File: config.mk
export PLATFORM = sky130hd
export DESIGN_NAME = smram_window_ctrl
export DESIGN_NICKNAME = d
export VERILOG_FILES = /design/src/rtl/smram_win_pkg.sv /design/src/rtl/smram_cfg_reg.sv /design/src/rtl/smram_route_path.sv /design/src/rtl/smram_window_ctrl.sv
export SDC_FILE = /design/constraint.sdc
export NUM_CORES = 1
export LEC_CHECK = 0
export ABC_AREA = 1
export CAP_MARGIN = 10
export CELL_PAD_IN_SITES_DETAIL_PLACEMENT = 0
export CELL_PAD_IN_SITES_GLOBAL_PLACEMENT = 1
export CORE_MARGIN = 4
export CORE_UTILIZATION = 34
export CTS_CLUSTER_SIZE = 16
export DETAILED_ROUTE_END_ITERATION = 8
export DONT_BUFFER_PORTS = 1
export HOLD_SLACK_MARGIN = 0.15
export PLACE_DENSITY_LB_ADDON = 0.1
export SLEW_MARGIN = 40
export SYNTH_ARGS = -nofsm -noshare
export SYNTH_HDL_FRONTEND = slang
export SYNTH_HIERARCHICAL = 1
export SYNTH_SLANG_ARGS = --single-unit
File: constraint.sdc
create_clock -name clk -period 1.3 [get_ports clk]
set_input_delay 0.13 -clock clk [delete_from_list [all_inputs] [get_ports clk]]
set_output_delay 0.13 -clock clk [all_outputs]
set_load 0.02 [all_outputs]
File: src/rtl/smram_win_pkg.sv
package smram_win_pkg;

  // Bit positions inside the control byte
  localparam int BIT_OPEN  = 6;
  localparam int BIT_CLOSE = 5;
  localparam int BIT_LOCK  = 4;
  localparam int BIT_GEN   = 3;

  // Strobes from the register control to the routing datapath
  typedef struct packed {
    logic globalEn;
    logic openWin;
    logic closeWin;
    logic locked;
  } winCtrl_t;

endpackage

File: src/rtl/smram_cfg_reg.sv
module smram_cfg_reg
  import smram_win_pkg::*;
#(
  parameter int            CFG_ADDR_W = 8,
  parameter logic [7:0]    REG_OFFSET = 8'h9D,
  parameter logic [2:0]    SEG_CODE   = 3'b010
) (
  input  logic                  clk,
  input  logic                  rstN,
  input  logic                  cfgWrEn,
  input  logic                  cfgRdEn,
  input  logic [CFG_ADDR_W-1:0] cfgAddr,
  input  logic [7:0]            cfgWrData,
  output logic [7:0]            cfgRdData,
  output winCtrl_t              ctrlStb
);

  localparam logic [CFG_ADDR_W-1:0] HIT_ADDR = CFG_ADDR_W'(REG_OFFSET);

  logic openQ, closeQ, lockQ, genQ;
  logic regHit, wrHit;

  assign regHit = (cfgAddr == HIT_ADDR);
  assign wrHit  = cfgWrEn & regHit;

  // Writable fields; lock freezes open, lock and enable
  always_ff @(posedge clk or negedge rstN) begin
    if (!rstN) begin
      openQ  <= 1'b0;
      closeQ <= 1'b0;
      lockQ  <= 1'b0;
      genQ   <= 1'b0;
    end else if (wrHit) begin
      closeQ <= cfgWrData[BIT_CLOSE];
      if (!lockQ) begin
        lockQ <= cfgWrData[BIT_LOCK];
        genQ  <= cfgWrData[BIT_GEN];
        openQ <= cfgWrData[BIT_OPEN] & ~cfgWrData[BIT_LOCK];
      end
    end
  end

  always_comb begin
    cfgRdData = 8'h00;
    if (cfgRdEn && regHit) begin
      cfgRdData[2:0]       = SEG_CODE;
      cfgRdData[BIT_GEN]   = genQ;
      cfgRdData[BIT_LOCK]  = lockQ;
      cfgRdData[BIT_CLOSE] = closeQ;
      cfgRdData[BIT_OPEN]  = openQ;
    end
  end

  assign ctrlStb.globalEn = genQ;
  assign ctrlStb.openWin  = openQ;
  assign ctrlStb.closeWin = closeQ;
  assign ctrlStb.locked   = lockQ;

endmodule

File: src/rtl/smram_route_path.sv
module smram_route_path
  import smram_win_pkg::*;
#(
  parameter int          ACC_ADDR_W = 32,
  parameter logic [31:0] WIN_BASE   = 32'h000A_0000,
  parameter logic [31:0] WIN_SIZE   = 32'h0002_0000
) (
  input  logic                  clk,
  input  logic                  rstN,
  input  winCtrl_t              ctrlStb,
  input  logic                  smmActive,
  input  logic                  accValid,
  input  logic [ACC_ADDR_W-1:0] accAddr,
  input  logic                  accWrite,
  output logic                  routeValid,
  output logic                  routeDram,
  output logic                  routePci,
  output logic                  routeWrite
);

  localparam logic [ACC_ADDR_W:0] LO_BOUND = (ACC_ADDR_W+1)'(WIN_BASE);
  localparam logic [ACC_ADDR_W:0] HI_BOUND = (ACC_ADDR_W+1)'(WIN_BASE) + (ACC_ADDR_W+1)'(WIN_SIZE);

  logic [ACC_ADDR_W:0] addrExt;
  logic inWindow, visible, hit;

  assign addrExt  = {1'b0, accAddr};
  assign inWindow = (addrExt >= LO_BOUND) && (addrExt < HI_BOUND);
  assign hit      = accValid & inWindow;
  // Live mode input joins the stored bits at the decision edge
  assign visible  = ctrlStb.globalEn & (ctrlStb.openWin | smmActive);

  always_ff @(posedge clk or negedge rstN) begin
    if (!rstN) begin
      routeValid <= 1'b0;
      routeDram  <= 1'b0;
      routePci   <= 1'b0;
      routeWrite <= 1'b0;
    end else begin
      routeValid <= hit;
      routeDram  <= hit & visible;
      routePci   <= hit & ~visible;
      routeWrite <= hit & accWrite;
    end
  end

endmodule

File: src/rtl/smram_window_ctrl.sv
module smram_window_ctrl
  import smram_win_pkg::*;
#(
  parameter int          CFG_ADDR_W = 8,
  parameter int          ACC_ADDR_W = 32,
  parameter logic [7:0]  REG_OFFSET = 8'h9D,
  parameter logic [2:0]  SEG_CODE   = 3'b010,
  parameter logic [31:0] WIN_BASE   = 32'h000A_0000,
  parameter logic [31:0] WIN_SIZE   = 32'h0002_0000
) (
  input  logic                  clk,
  input  logic                  rstN,
  input  logic                  cfgWrEn,
  input  logic                  cfgRdEn,
  input  logic [CFG_ADDR_W-1:0] cfgAddr,
  input  logic [7:0]            cfgWrData,
  output logic [7:0]            cfgRdData,
  input  logic                  smmActive,
  input  logic                  accValid,
  input  logic [ACC_ADDR_W-1:0] accAddr,
  input  logic                  accWrite,
  output logic                  routeValid,
  output logic                  routeDram,
  output logic                  routePci,
  output logic                  routeWrite
);

  winCtrl_t ctrlStb;
  logic stbGlobalEn, stbOpen, stbLocked;

  assign stbGlobalEn = ctrlStb.globalEn;
  assign stbOpen     = ctrlStb.openWin;
  assign stbLocked   = ctrlStb.locked;

  smram_cfg_reg #(
    .CFG_ADDR_W(CFG_ADDR_W),
    .REG_OFFSET(REG_OFFSET),
    .SEG_CODE  (SEG_CODE)
  ) u_cfg (
    .clk      (clk),
    .rstN     (rstN),
    .cfgWrEn  (cfgWrEn),
    .cfgRdEn  (cfgRdEn),
    .cfgAddr  (cfgAddr),
    .cfgWrData(cfgWrData),
    .cfgRdData(cfgRdData),
    .ctrlStb  (ctrlStb)
  );

  smram_route_path #(
    .ACC_ADDR_W(ACC_ADDR_W),
    .WIN_BASE  (WIN_BASE),
    .WIN_SIZE  (WIN_SIZE)
  ) u_route (
    .clk       (clk),
    .rstN      (rstN),
    .ctrlStb   (ctrlStb),
    .smmActive (smmActive),
    .accValid  (accValid),
    .accAddr   (accAddr),
    .accWrite  (accWrite),
    .routeValid(routeValid),
    .routeDram (routeDram),
    .routePci  (routePci),
    .routeWrite(routeWrite)
  );

endmodule

== After elaboration in Yosys (flattened, before gate mapping) ==
Index checks and enable logic that the tools add are counted.
Storage, ports and cells
  logic and storage cells: 27
  register bits: 8
Cells by class
  bitwise gates (word level): 11
  equal/unequal tests: 1
  reduce and logical (&&, ||, !) cells: 3
  muxes and demuxes: 2
  order comparisons: 2
Operators by type and width (number)
  32-bit by 20-bit >= comparator with 1-bit output (second input constant): 1
  32-bit by 20-bit less-than comparator with 1-bit output (second input constant): 1
  8-bit == test (second input constant): 1
  1-bit AND: 7
  7-bit 2-to-1 mux: 1
  1-bit NOT: 3
  1-bit logical AND: 2
  2-bit AND reduction: 1
  1-bit 2-to-1 mux: 1
  1-bit bitwise OR: 1

== Logic depth before layout (Yosys ltp) ==
Gate-level depths: netlist of the first run.
  depth in word-level cells: 4
  depth in mapped cells: 7
  mapped depth without buffers: 7

== Hierarchy ==
The synthesis of the first run kept the hierarchy.
Modules (own cells, without submodules)
  smram_cfg_reg: instances 1, area each 366.6 um^2, seq. area each 100.1 um^2, cells an instance 56
  smram_route_path: instances 1, area each 201.4 um^2, seq. area each 100.1 um^2, cells an instance 28

== Worst setup path before layout of the first run ==
Ideal clock, no wire load.
  path kind: input to output
  start point: in cfgAddr[1]
  end point: out cfgRdData[3]
  setup slack: 420 ps
  arrival: 750 ps
  path buffers: 0
  stages on the path: 5
  cell sequence: nor2_2 > nand2_2 > nor2_4 > nand2_4 > nor2_2
Between the ends
  word-level cells in the longest chain between the ends: 3
Ends and longest elaborated chain
  start: declaration: line smram_window_ctrl.sv:15  | input logic [CFG_ADDR_W-1:0] cfgAddr,
  8-bit == test: line smram_cfg_reg.sv:23  | assign regHit = (cfgAddr == HIT_ADDR);
  1-bit logical AND: line smram_cfg_reg.sv:45  | if (cfgRdEn && regHit) begin
  7-bit 2-to-1 mux: line smram_cfg_reg.sv:45
  end: declaration: line smram_window_ctrl.sv:17  | output logic [7:0] cfgRdData,
No other way between the ends.

== Worst setup path in the final report of the first run ==
  start point: in cfgWrData[4]
  end point: reg u_cfg.lockQ
Between the ends
  word-level cells in the longest chain between the ends: 1
Ends and longest elaborated chain
  start: declaration: line smram_window_ctrl.sv:16  | input logic [7:0] cfgWrData,
  1-bit 2-to-1 mux: line smram_cfg_reg.sv:35  | if (!lockQ) begin
  end signal: assignment: line smram_cfg_reg.sv:36  | lockQ <= cfgWrData[BIT_LOCK];
  end: declaration: line smram_cfg_reg.sv:20  | logic openQ, closeQ, lockQ, genQ;
No other way between the ends.
A chain may end at the register's enable or synchronous reset.

==> results.py, run 1 <==
metrics = {
    "power_and_ir_drop": {
        "sequentialPowerShare_pct": 51.0,
        "power.density_mw_per_mm2": 719.2,
        "p_int_mw": 0.3851,
        "p_leak_nw": 0.3675,
        "max-vdd-ir-drop_mv": 0.2726,
        "p_clk_share_pct": 36.3,
        "combinational_fraction_of_design_power_pct": 12.7,
        "total_switching_power_mw": 0.1080,
        "power_switching_share_pct": 21.90,
    },
    "detailed_routing": {
        "vias": 492,
        "initialDrtViolationCount": 6,
        "drt.antenna.violating_nets": 0,
        "wire_per_inst_um": 10.05,
        "firstDrtPassIters": 4,
        "routed_via_density": 4.473,
        "finalWirelength_um": 1106,
        "drc": 0,
    },
    "critical_path": {
        "timing.setup.critical_path_class": "in2reg",
        "crit_start": "cfgWrData[4]",
        "critical_path.max_fanout": 2,
        "reg2reg_slack_ns": 0.42,
        "worst_r2r_endpoint": "u_cfg/genQ$_DFFE_PN0P_",
        "reg2reg_from": "u_cfg/lockQ$_DFFE_PN0P_",
        "crit_required_ns": 1.43,
        "critical_path.endpoint": "u_cfg/lockQ$_DFFE_PN0P_",
        "endpoint_arrival_time_on_the_critical_path_ns": 1.35,
        "endpoint_kind": "flip-flop",
        "reg2reg_depth": 4,
        "cp-start-kind": "input port",
    },
    "die": {
        "dieHeight_um": 48.33,
        "area_inside_the_core_boundary_mm2": 0.001524,
        "floorplan_die_area_mm2": 0.002336,
        "boundaryPins": 67,
        "std_cell_rows": 14,
        "starting_density_of_the_core_pct": 36.29,
        "die_width_um": 48.33,
    },
    "placement": {
        "dp_hpwl_um": 891,
        "gp_routability_congestion": 0.6596,
        "io_buffers": 0,
    },
    "timing": {
        "finalMaxSlewViolations": 0,
        "timing.final.hold_violations": 0,
        "tns_ns": 0,
        "worst_clock_skew_ns": 0.003214,
        "whs_ns": 0.1757,
        "final.period_utilization_pct": 93.55,
        "finalCriticalPeriod_ns": 1.216,
        "rsz0062_at_grt": "false",
        "setup_viol": 0,
        "timing.fmax_ghz": 0.8223,
    },
    "global_route": {
        "grt_remaining_overflow": 0,
        "vias_in_the_first_global_route": 466,
        "grtUsageTotal_pct": 10.25,
        "global_route_wire_length_before_repair_um": 1869,
        "antenna_found_initial": 0,
        "grt_max_degree": 9,
    },
    "status": {
        "outcome": "finished clean",
    },
    "hold_path": {
        "hold_path_class": "in2reg",
    },
    "finish": {
        "nFillCells": 162,
        "fin_nets": 151,
        "antenna-diode-count": 0,
        "multi_input_area_um2": 259.0,
        "layout-drive-gt1-share_pct": 19.15,
        "final-seq-area_um2": 200.2,
        "layout_commonest_cell": "nand2_1",
        "synthToLayoutAreaGrowth_pct": 23.98,
        "layout.cells.most_common_list": "nand2_1, inv_1, dlygate4sd3_1, nor2_1, nor2_2",
    },
    "clock_network": {
        "cts_inserted_buffers": 3,
        "cts_num_sinks": 8,
        "clockBufferDepth": 2,
        "clock_insertion_delay_worst_skew_ns": 0.24,
        "cts_tree": "done",
        "clkTransAtPathRegs_ns": 0.05,
        "h_tree_levels": 1,
        "cts_root_buf": "clkbuf_4",
        "cts_repair_resize_count": 0,
    },
    "yosys": {
        "yosysWarningCount": 6,
        "syn_inst": 82,
        "syn-cell-area_um2": 553.0,
        "mean_instance_size_in_the_synthesized_netlist_um2": 6.744,
    },
    "run": {
        "cap_violations": 0,
    },
}
-- power groups by stage --
stage,Combinational [mW],Sequential (mW),Clock (mW)
2_1_floorplan,0.0413,0.256,0
3_3_place_gp,0.0367,0.256,0
3_5_place_dp,0.0373,0.256,0
4_1_cts,0.0638,0.251,0.192
5_1_grt,0.0736,0.251,0.209
6_report,0.0627,0.252,0.179
-- critical path, stage by stage --
cell and delay (ns):
dlygate4sd3_1 0.55, nand3_1 0.08, dlygate4sd3_1 0.54, nand2_1 0.04
-- registers in the layout (all words and copies together) (netlist names) --
signal and count:
u_cfg/openQ 1, u_cfg/genQ 1, u_route/routePci 1, u_route/routeValid 1
u_cfg/lockQ 1, u_route/routeDram 1, u_cfg/closeQ 1, u_route/routeWrite 1
-- metal layers --
metal	vias to the layer above	track usage (%)	wire, µm	share of wire (%)
met1	208	12.00	414	37
met3	0	4.601	146	13
li1	255	-	-	-
met4	0	8.295	0	0
met5	-	0	0	0
met2	29	14.13	545	49
-- worst min-delay path by stage --
stage	slack, ns	start	end	depth (start not counted)
after global routing	0.18	cfgAddr[6]	u_cfg/genQ$_DFFE_PN0P_	5
after CTS	0.17	cfgAddr[6]	u_cfg/openQ$_DFFE_PN0P_	5
after detailed placement	-0.17	rstN	u_cfg/closeQ$_DFFE_PN0P_	0
final	0.18	cfgAddr[0]	u_cfg/openQ$_DFFE_PN0P_	5
after global placement	-0.17	rstN	u_cfg/closeQ$_DFFE_PN0P_	0
after floorplan	-0.17	rstN	u_cfg/closeQ$_DFFE_PN0P_	0
-- final cells by class --
class,instances,area share (%)
Multi-Input combinational cell,54,37.77
Inverter,17,9.307
Timing Repair Buffer,12,17.52
Clock buffer,3,3.285
Tap cell,16,2.920
Sequential cell,8,29.20
-- timing repair --
action / in CTS / in global routing
hold endpoints to repair: 16 / 0
buffers inserted: 0 / 0
hold buffers: 12 / 0
endpoints found under the setup margin: 0 / 0
-- through the flow --
step	worst slack (ns)	area, µm²	std cells	utilization, %	total power [mW]
after CTS	0.08341	685.7	110	44.99	0.5072
after floorplan	0.4196	560.5	84	-	0.2970
after detailed placement	0.3338	543.0	95	35.63	0.2931
final	0.08385	685.7	110	44.99	0.4931
after global routing	0.04773	685.7	110	44.99	0.5336
after global placement	0.3378	543.0	95	35.63	0.2925
Power figures use the tool's default switching activity.
==> run 2: changes to the inputs <==
- CELL_PAD_IN_SITES_GLOBAL_PLACEMENT: 1 -> 2
- CORE_UTILIZATION: 34 -> 24
==> run 2 against run 1 <==
Compared with the run above:
- cell count is 12% higher
- global-route usage shrank 1.8 points
- non-clock buffer count rose by 1
- maximum frequency fell by 0.66%
- worst setup slack got worse by 0.0080 ns
- critical path depth is the same
- final area up 3.6%
- clock power up 3%
- critical path type unchanged
- largest cell class unchanged
- highest routed layer unchanged
==> results.py, run 2 (synthesis results as in run 1) <==
metrics = {
    "status": {
        "outcome": "finished clean",
    },
    "critical_path": {
        "worst_r2r_endpoint": "u_cfg/openQ$_DFFE_PN0P_",
        "cpPeakStageDelay_ns": 0.55,
        "critical_path.max_fanout": 2,
        "critical_path.cell_chain": "dlygate4sd3_1, nand3_1, dlygate4sd3_1, nand2_1",
        "reg2reg_slack_ns": 0.42,
        "timing.setup.critical_path_class": "in2reg",
        "cp-start-kind": "input port",
        "slowest_stage": "dlygate4sd3_1",
        "critPathMostFrequentCell": "dlygate4sd3_1",
        "reg2reg_from": "u_cfg/lockQ$_DFFE_PN0P_",
        "endpoint_kind": "flip-flop",
        "endpoint_arrival_time_on_the_critical_path_ns": 1.36,
        "crit_required_ns": 1.43,
        "reg2reg_depth": 4,
    },
    "global_route": {
        "antenna_found_initial": 0,
        "vias_in_the_first_global_route": 470,
        "grt_max_degree": 9,
        "grtUsageTotal_pct": 8.488,
        "grt_remaining_overflow": 0,
        "global_route_wire_length_before_repair_um": 2090,
    },
    "hold_path": {
        "hold_path_class": "in2reg",
        "whs_path_depth": 5,
        "holdPathEnd": "u_cfg/genQ$_DFFE_PN0P_",
        "hold_start": "cfgAddr[6]",
    },
    "placement": {
        "place_inst": 107,
        "io_buffers": 0,
        "gp_routability_congestion": 0.6821,
        "dp_hpwl_um": 1039,
    },
    "finish": {
        "final_util_pct": 32.13,
        "final-seq-area_um2": 200.2,
        "multi_input_area_um2": 259.0,
        "layout.cells.most_common_list": "nand2_1, inv_1, dlygate4sd3_1",
        "synthToLayoutAreaGrowth_pct": 28.51,
        "fin_nets": 152,
        "layout-drive-gt1-share_pct": 18.95,
        "antenna-diode-count": 0,
        "instances_no_fill": 123,
        "layout_commonest_cell": "nand2_1",
        "nFillCells": 247,
    },
    "clock_network": {
        "cts_post_setup_buffers_inserted": 0,
        "clock_insertion_delay_worst_skew_ns": 0.25,
        "cts_inserted_buffers": 3,
        "h_tree_levels": 1,
        "ctsHoldBuffers": 13,
        "cts_root_buf": "clkbuf_4",
        "cts_num_sinks": 8,
        "cts_repair_resize_count": 0,
        "clkTransAtPathRegs_ns": 0.05,
        "cts_tree": "done",
        "clockBufferDepth": 2,
    },
    "power_and_ir_drop": {
        "p_clk_share_pct": 37.0,
        "power.density_mw_per_mm2": 703.2,
        "combinational_fraction_of_design_power_pct": 12.7,
        "sequentialPowerShare_pct": 50.3,
        "max-vdd-ir-drop_mv": 0.2638,
        "p_leak_nw": 0.3688,
        "power_switching_share_pct": 22.90,
        "total_switching_power_mw": 0.1144,
        "p_int_mw": 0.3853,
    },
    "die": {
        "die_width_um": 56.01,
        "boundaryPins": 67,
        "floorplan_die_area_mm2": 0.003137,
        "dieHeight_um": 56.01,
        "area_inside_the_core_boundary_mm2": 0.002212,
        "starting_density_of_the_core_pct": 25.00,
        "std_cell_rows": 17,
    },
    "timing": {
        "timing.fmax_ghz": 0.8169,
        "rsz0062_at_grt": "false",
        "whs_ns": 0.1836,
        "tns_ns": 0,
        "setup_viol": 0,
        "finalMaxSlewViolations": 0,
        "timing.final.hold_violations": 0,
        "final.period_utilization_pct": 94.17,
        "finalCriticalPeriod_ns": 1.224,
        "worst_clock_skew_ns": 0.0006818,
    },
    "detailed_routing": {
        "drt.antenna.violating_nets": 0,
        "firstDrtPassIters": 4,
        "drc": 0,
        "initialDrtViolationCount": 4,
        "wire_per_inst_um": 10.43,
        "vias": 481,
        "finalWirelength_um": 1283,
        "routed_via_density": 3.911,
    },
    "run": {
        "cap_violations": 0,
    },
}
-- run 2: cell count changes in the layout (fill, tap and decap cells not counted), sizes merged --
| cell | change |
|---|---|
| dlygate4sd3 | +1 |
-- run 2: final cells by class --
type                            count  area share [%]
Multi-Input combinational cell     54           36.44
Sequential cell                     8           28.17
Timing Repair Buffer               13           18.31
Inverter                           17           8.979
Tap cell                           28           4.930
Clock buffer                        3           3.169
-- run 2: metrics by stage --
step	setup slack (ns)	area, µm²	total power [mW]
floorplan	0.4196	560.5	0.2970
detailed placement	0.3356	558.0	0.2936
global route	0.02874	710.7	0.5356
finish	0.07582	710.7	0.4997
CTS	0.09147	710.7	0.5116
global placement	0.3424	558.0	0.2933
-- run 2: power by group through the flow --
stage | Combinational [mW] | Sequential, mW | Clock, mW
floorplan | 0.0413 | 0.256 | 0
global placement | 0.0375 | 0.256 | 0
detailed placement | 0.0378 | 0.256 | 0
CTS | 0.0640 | 0.251 | 0.196
global route | 0.0731 | 0.251 | 0.211
finish | 0.0633 | 0.251 | 0.185
-- run 2: worst max-delay path by stage --
stage	from	end	slack [ns]	depth (start not counted)
final	cfgWrData[4]	u_cfg/lockQ$_DFFE_PN0P_	0.08	4
after global routing	cfgWrData[4]	u_cfg/lockQ$_DFFE_PN0P_	0.03	4
after CTS	cfgWrData[4]	u_cfg/lockQ$_DFFE_PN0P_	0.09	4
after detailed placement	cfgAddr[1]	cfgRdData[6]	0.34	5
after global placement	cfgAddr[1]	cfgRdData[3]	0.34	5
after floorplan	cfgAddr[1]	cfgRdData[3]	0.42	5
-- run 2: layer usage --
metal | GRT usage [%] | up-vias | wire, µm
met2 | 11.85 | 31 | 557
met5 | 0 | - | 0
li1 | - | 256 | -
met3 | 2.320 | 0 | 173
met4 | 6.102 | 0 | 0
met1 | 11.03 | 194 | 552
-- run 2: worst max-delay path, delay by kind of cell --
kind | cells | cell delay, ns
simple gates | 2 | 0.13
buf+inv | 2 | 1.09
==> run 3: changes to the inputs <==
- clock period: 1.3 -> 1.4 ns (I/O delays scaled with it)
==> run 3 against run 2 <==
Compared with the run above:
- sequential share of layout area grew 0.82 points
- wire length grew 1.2%
- final area shrank 2.8%
- hold slack lost 0.021 ns
- count of clock-buffer cells in the layout is the same
- largest power group unchanged
- combinational power shrank 11%
- flip-flop and latch count is the same
- power shrank 6.8%
- sequential power shrank 7%
- register-to-register slack lost 0.28 ns
- clock skew grew 0.0040 ns
==> results.py, run 3 (synthesis results as in run 1) <==
metrics = {
    "critical_path": {
        "reg2reg_from": "u_cfg/lockQ$_DFFE_PN0P_",
        "cp-start-kind": "input port",
        "crit_required_ns": 1.59,
        "critPathMostFrequentCell": "dlygate4sd3_1",
        "timing.critical_path.max_delay_family": "buffers and inverters",
        "critical_path.cell_chain": "dlygate4sd3_1, nor2_1, nand4_1, dlygate4sd3_1, nand2_1",
        "worst_r2r_endpoint": "u_cfg/openQ$_DFFE_PN0P_",
        "cpPeakStageDelay_ns": 0.57,
        "endpoint_arrival_time_on_the_critical_path_ns": 1.53,
        "slowest_stage": "dlygate4sd3_1",
        "endpoint_kind": "flip-flop",
        "reg2reg_slack_ns": 0.14,
        "critical_path.max_fanout": 2,
        "crit_buf_inv": 2,
        "reg2reg_depth": 4,
        "timing.setup.critical_path_class": "in2reg",
    },
    "global_route": {
        "grtUsageTotal_pct": 8.429,
        "vias_in_the_first_global_route": 465,
        "grt_remaining_overflow": 0,
        "antenna_found_initial": 0,
        "grt_max_degree": 9,
        "global_route_wire_length_before_repair_um": 2083,
    },
    "finish": {
        "layout.cells.most_common_list": "nand2_1, inv_1, nor2_1",
        "layout_commonest_cell": "nand2_1",
        "synthToLayoutAreaGrowth_pct": 24.89,
        "final_util_pct": 31.22,
        "fin_nets": 150,
        "antenna-diode-count": 0,
        "layout-drive-gt1-share_pct": 20.43,
    },
    "hold_path": {
        "holdPathEnd": "u_route/routePci$_DFF_PN0_",
        "whs_path_depth": 5,
        "hold_path_class": "in2reg",
        "hold_start": "accAddr[23]",
    },
    "placement": {
        "gp_routability_congestion": 0.6821,
        "dp_hpwl_um": 1039,
        "io_buffers": 0,
    },
    "die": {
        "die_width_um": 56.01,
        "area_inside_the_core_boundary_mm2": 0.002212,
        "dieHeight_um": 56.01,
        "std_cell_rows": 17,
        "floorplan_die_area_mm2": 0.003137,
        "starting_density_of_the_core_pct": 25.00,
        "boundaryPins": 67,
    },
    "timing": {
        "timing.fmax_ghz": 0.7480,
        "finalMaxSlewViolations": 0,
        "worst_clock_skew_ns": 0.004667,
        "tns_ns": 0,
        "timing.final.hold_violations": 0,
        "setup_viol": 0,
        "finalCriticalPeriod_ns": 1.337,
        "final.period_utilization_pct": 95.49,
        "rsz0062_at_grt": "false",
    },
    "detailed_routing": {
        "drt.antenna.violating_nets": 0,
        "firstDrtPassIters": 4,
        "wire_per_inst_um": 10.73,
        "drc": 0,
        "routed_via_density": 3.942,
        "vias": 477,
        "finalWirelength_um": 1298,
        "initialDrtViolationCount": 4,
    },
    "clock_network": {
        "h_tree_levels": 1,
        "cts_num_sinks": 8,
        "cts_tree": "done",
        "clockBufferDepth": 2,
        "cts_inserted_buffers": 3,
        "clkTransAtPathRegs_ns": 0.06,
        "cts_root_buf": "clkbuf_4",
        "cts_post_setup_buffers_inserted": 0,
        "clock_insertion_delay_worst_skew_ns": 0.25,
    },
    "power_and_ir_drop": {
        "max-vdd-ir-drop_mv": 0.2805,
        "p_leak_nw": 0.3552,
        "power.density_mw_per_mm2": 674.3,
    },
    "status": {
        "outcome": "finished clean",
    },
    "run": {
        "cap_violations": 0,
    },
}
run 3: cell types whose count changed in the layout (fill, tap and decap cells not counted), sizes merged:
cell,change
dlygate4sd3,-2
run 3: worst max-delay path by stage:
stage                      start                 endpoint  slack, ns  cells after the start
finish              cfgWrData[4]  u_cfg/openQ$_DFFE_PN0P_       0.06                      5
global route        cfgWrData[4]  u_cfg/openQ$_DFFE_PN0P_       0.02                      5
CTS                 cfgWrData[4]  u_cfg/openQ$_DFFE_PN0P_       0.06                      5
detailed placement    cfgAddr[1]             cfgRdData[6]       0.42                      5
global placement      cfgAddr[1]             cfgRdData[3]       0.42                      5
floorplan             cfgAddr[1]             cfgRdData[3]       0.50                      5
run 3: cell type report:
type | instances | area, µm²
fillers | 250 | 1521
multi-input cells | 54 | 259.0
clock buffers | 3 | 22.52
flip-flops and latches | 8 | 200.2
well taps | 28 | 35.03
repair buffers | 11 | 110.1
inverters | 17 | 63.81
run 3: metal layers:
layer	wire, µm	track usage, %	part of all wire [%]
met4	0	6.102	0
met2	577	11.52	44
met1	557	11.13	43
met3	163	2.320	13
met5	0	0	0
run 3: timing repair:
item	4_1_cts	5_1_grt
hold buffers	11	0
hold endpoints to repair	14	0
setup endpoints to repair	0	2
resized for setup	0	1
run 3: stage by stage:
stage                     hold slack [ns]  setup slack (ns)  cells  cell area, µm²  power (mW)
after global placement            -0.1554            0.4224    107           558.0      0.2723
after global routing               0.1769           0.02096    121           690.7      0.4959
after floorplan                   -0.1556            0.4996     84           560.5      0.2758
final                              0.1621           0.06313    121           690.7      0.4657
after detailed placement          -0.1553            0.4156    107           558.0      0.2726
after CTS                          0.1568           0.05785    121           690.7      0.4726
run 3: power by group:
group | internal, mW | leakage [nW] | switching [mW]
combinational | 0.0254 | 0.235 | 0.0309
clock | 0.0981 | 0.0138 | 0.0779
sequential | 0.233 | 0.106 | 0.000695
total | 0.356 | 0.355 | 0.110
run 3: worst reg2reg max path: cells and delay by family, from the launching register on:
kind	cells	cell delay (ns)
and+or+nand+nor	2	0.16
DFF	1	0.38
buffers and inverters	2	0.67
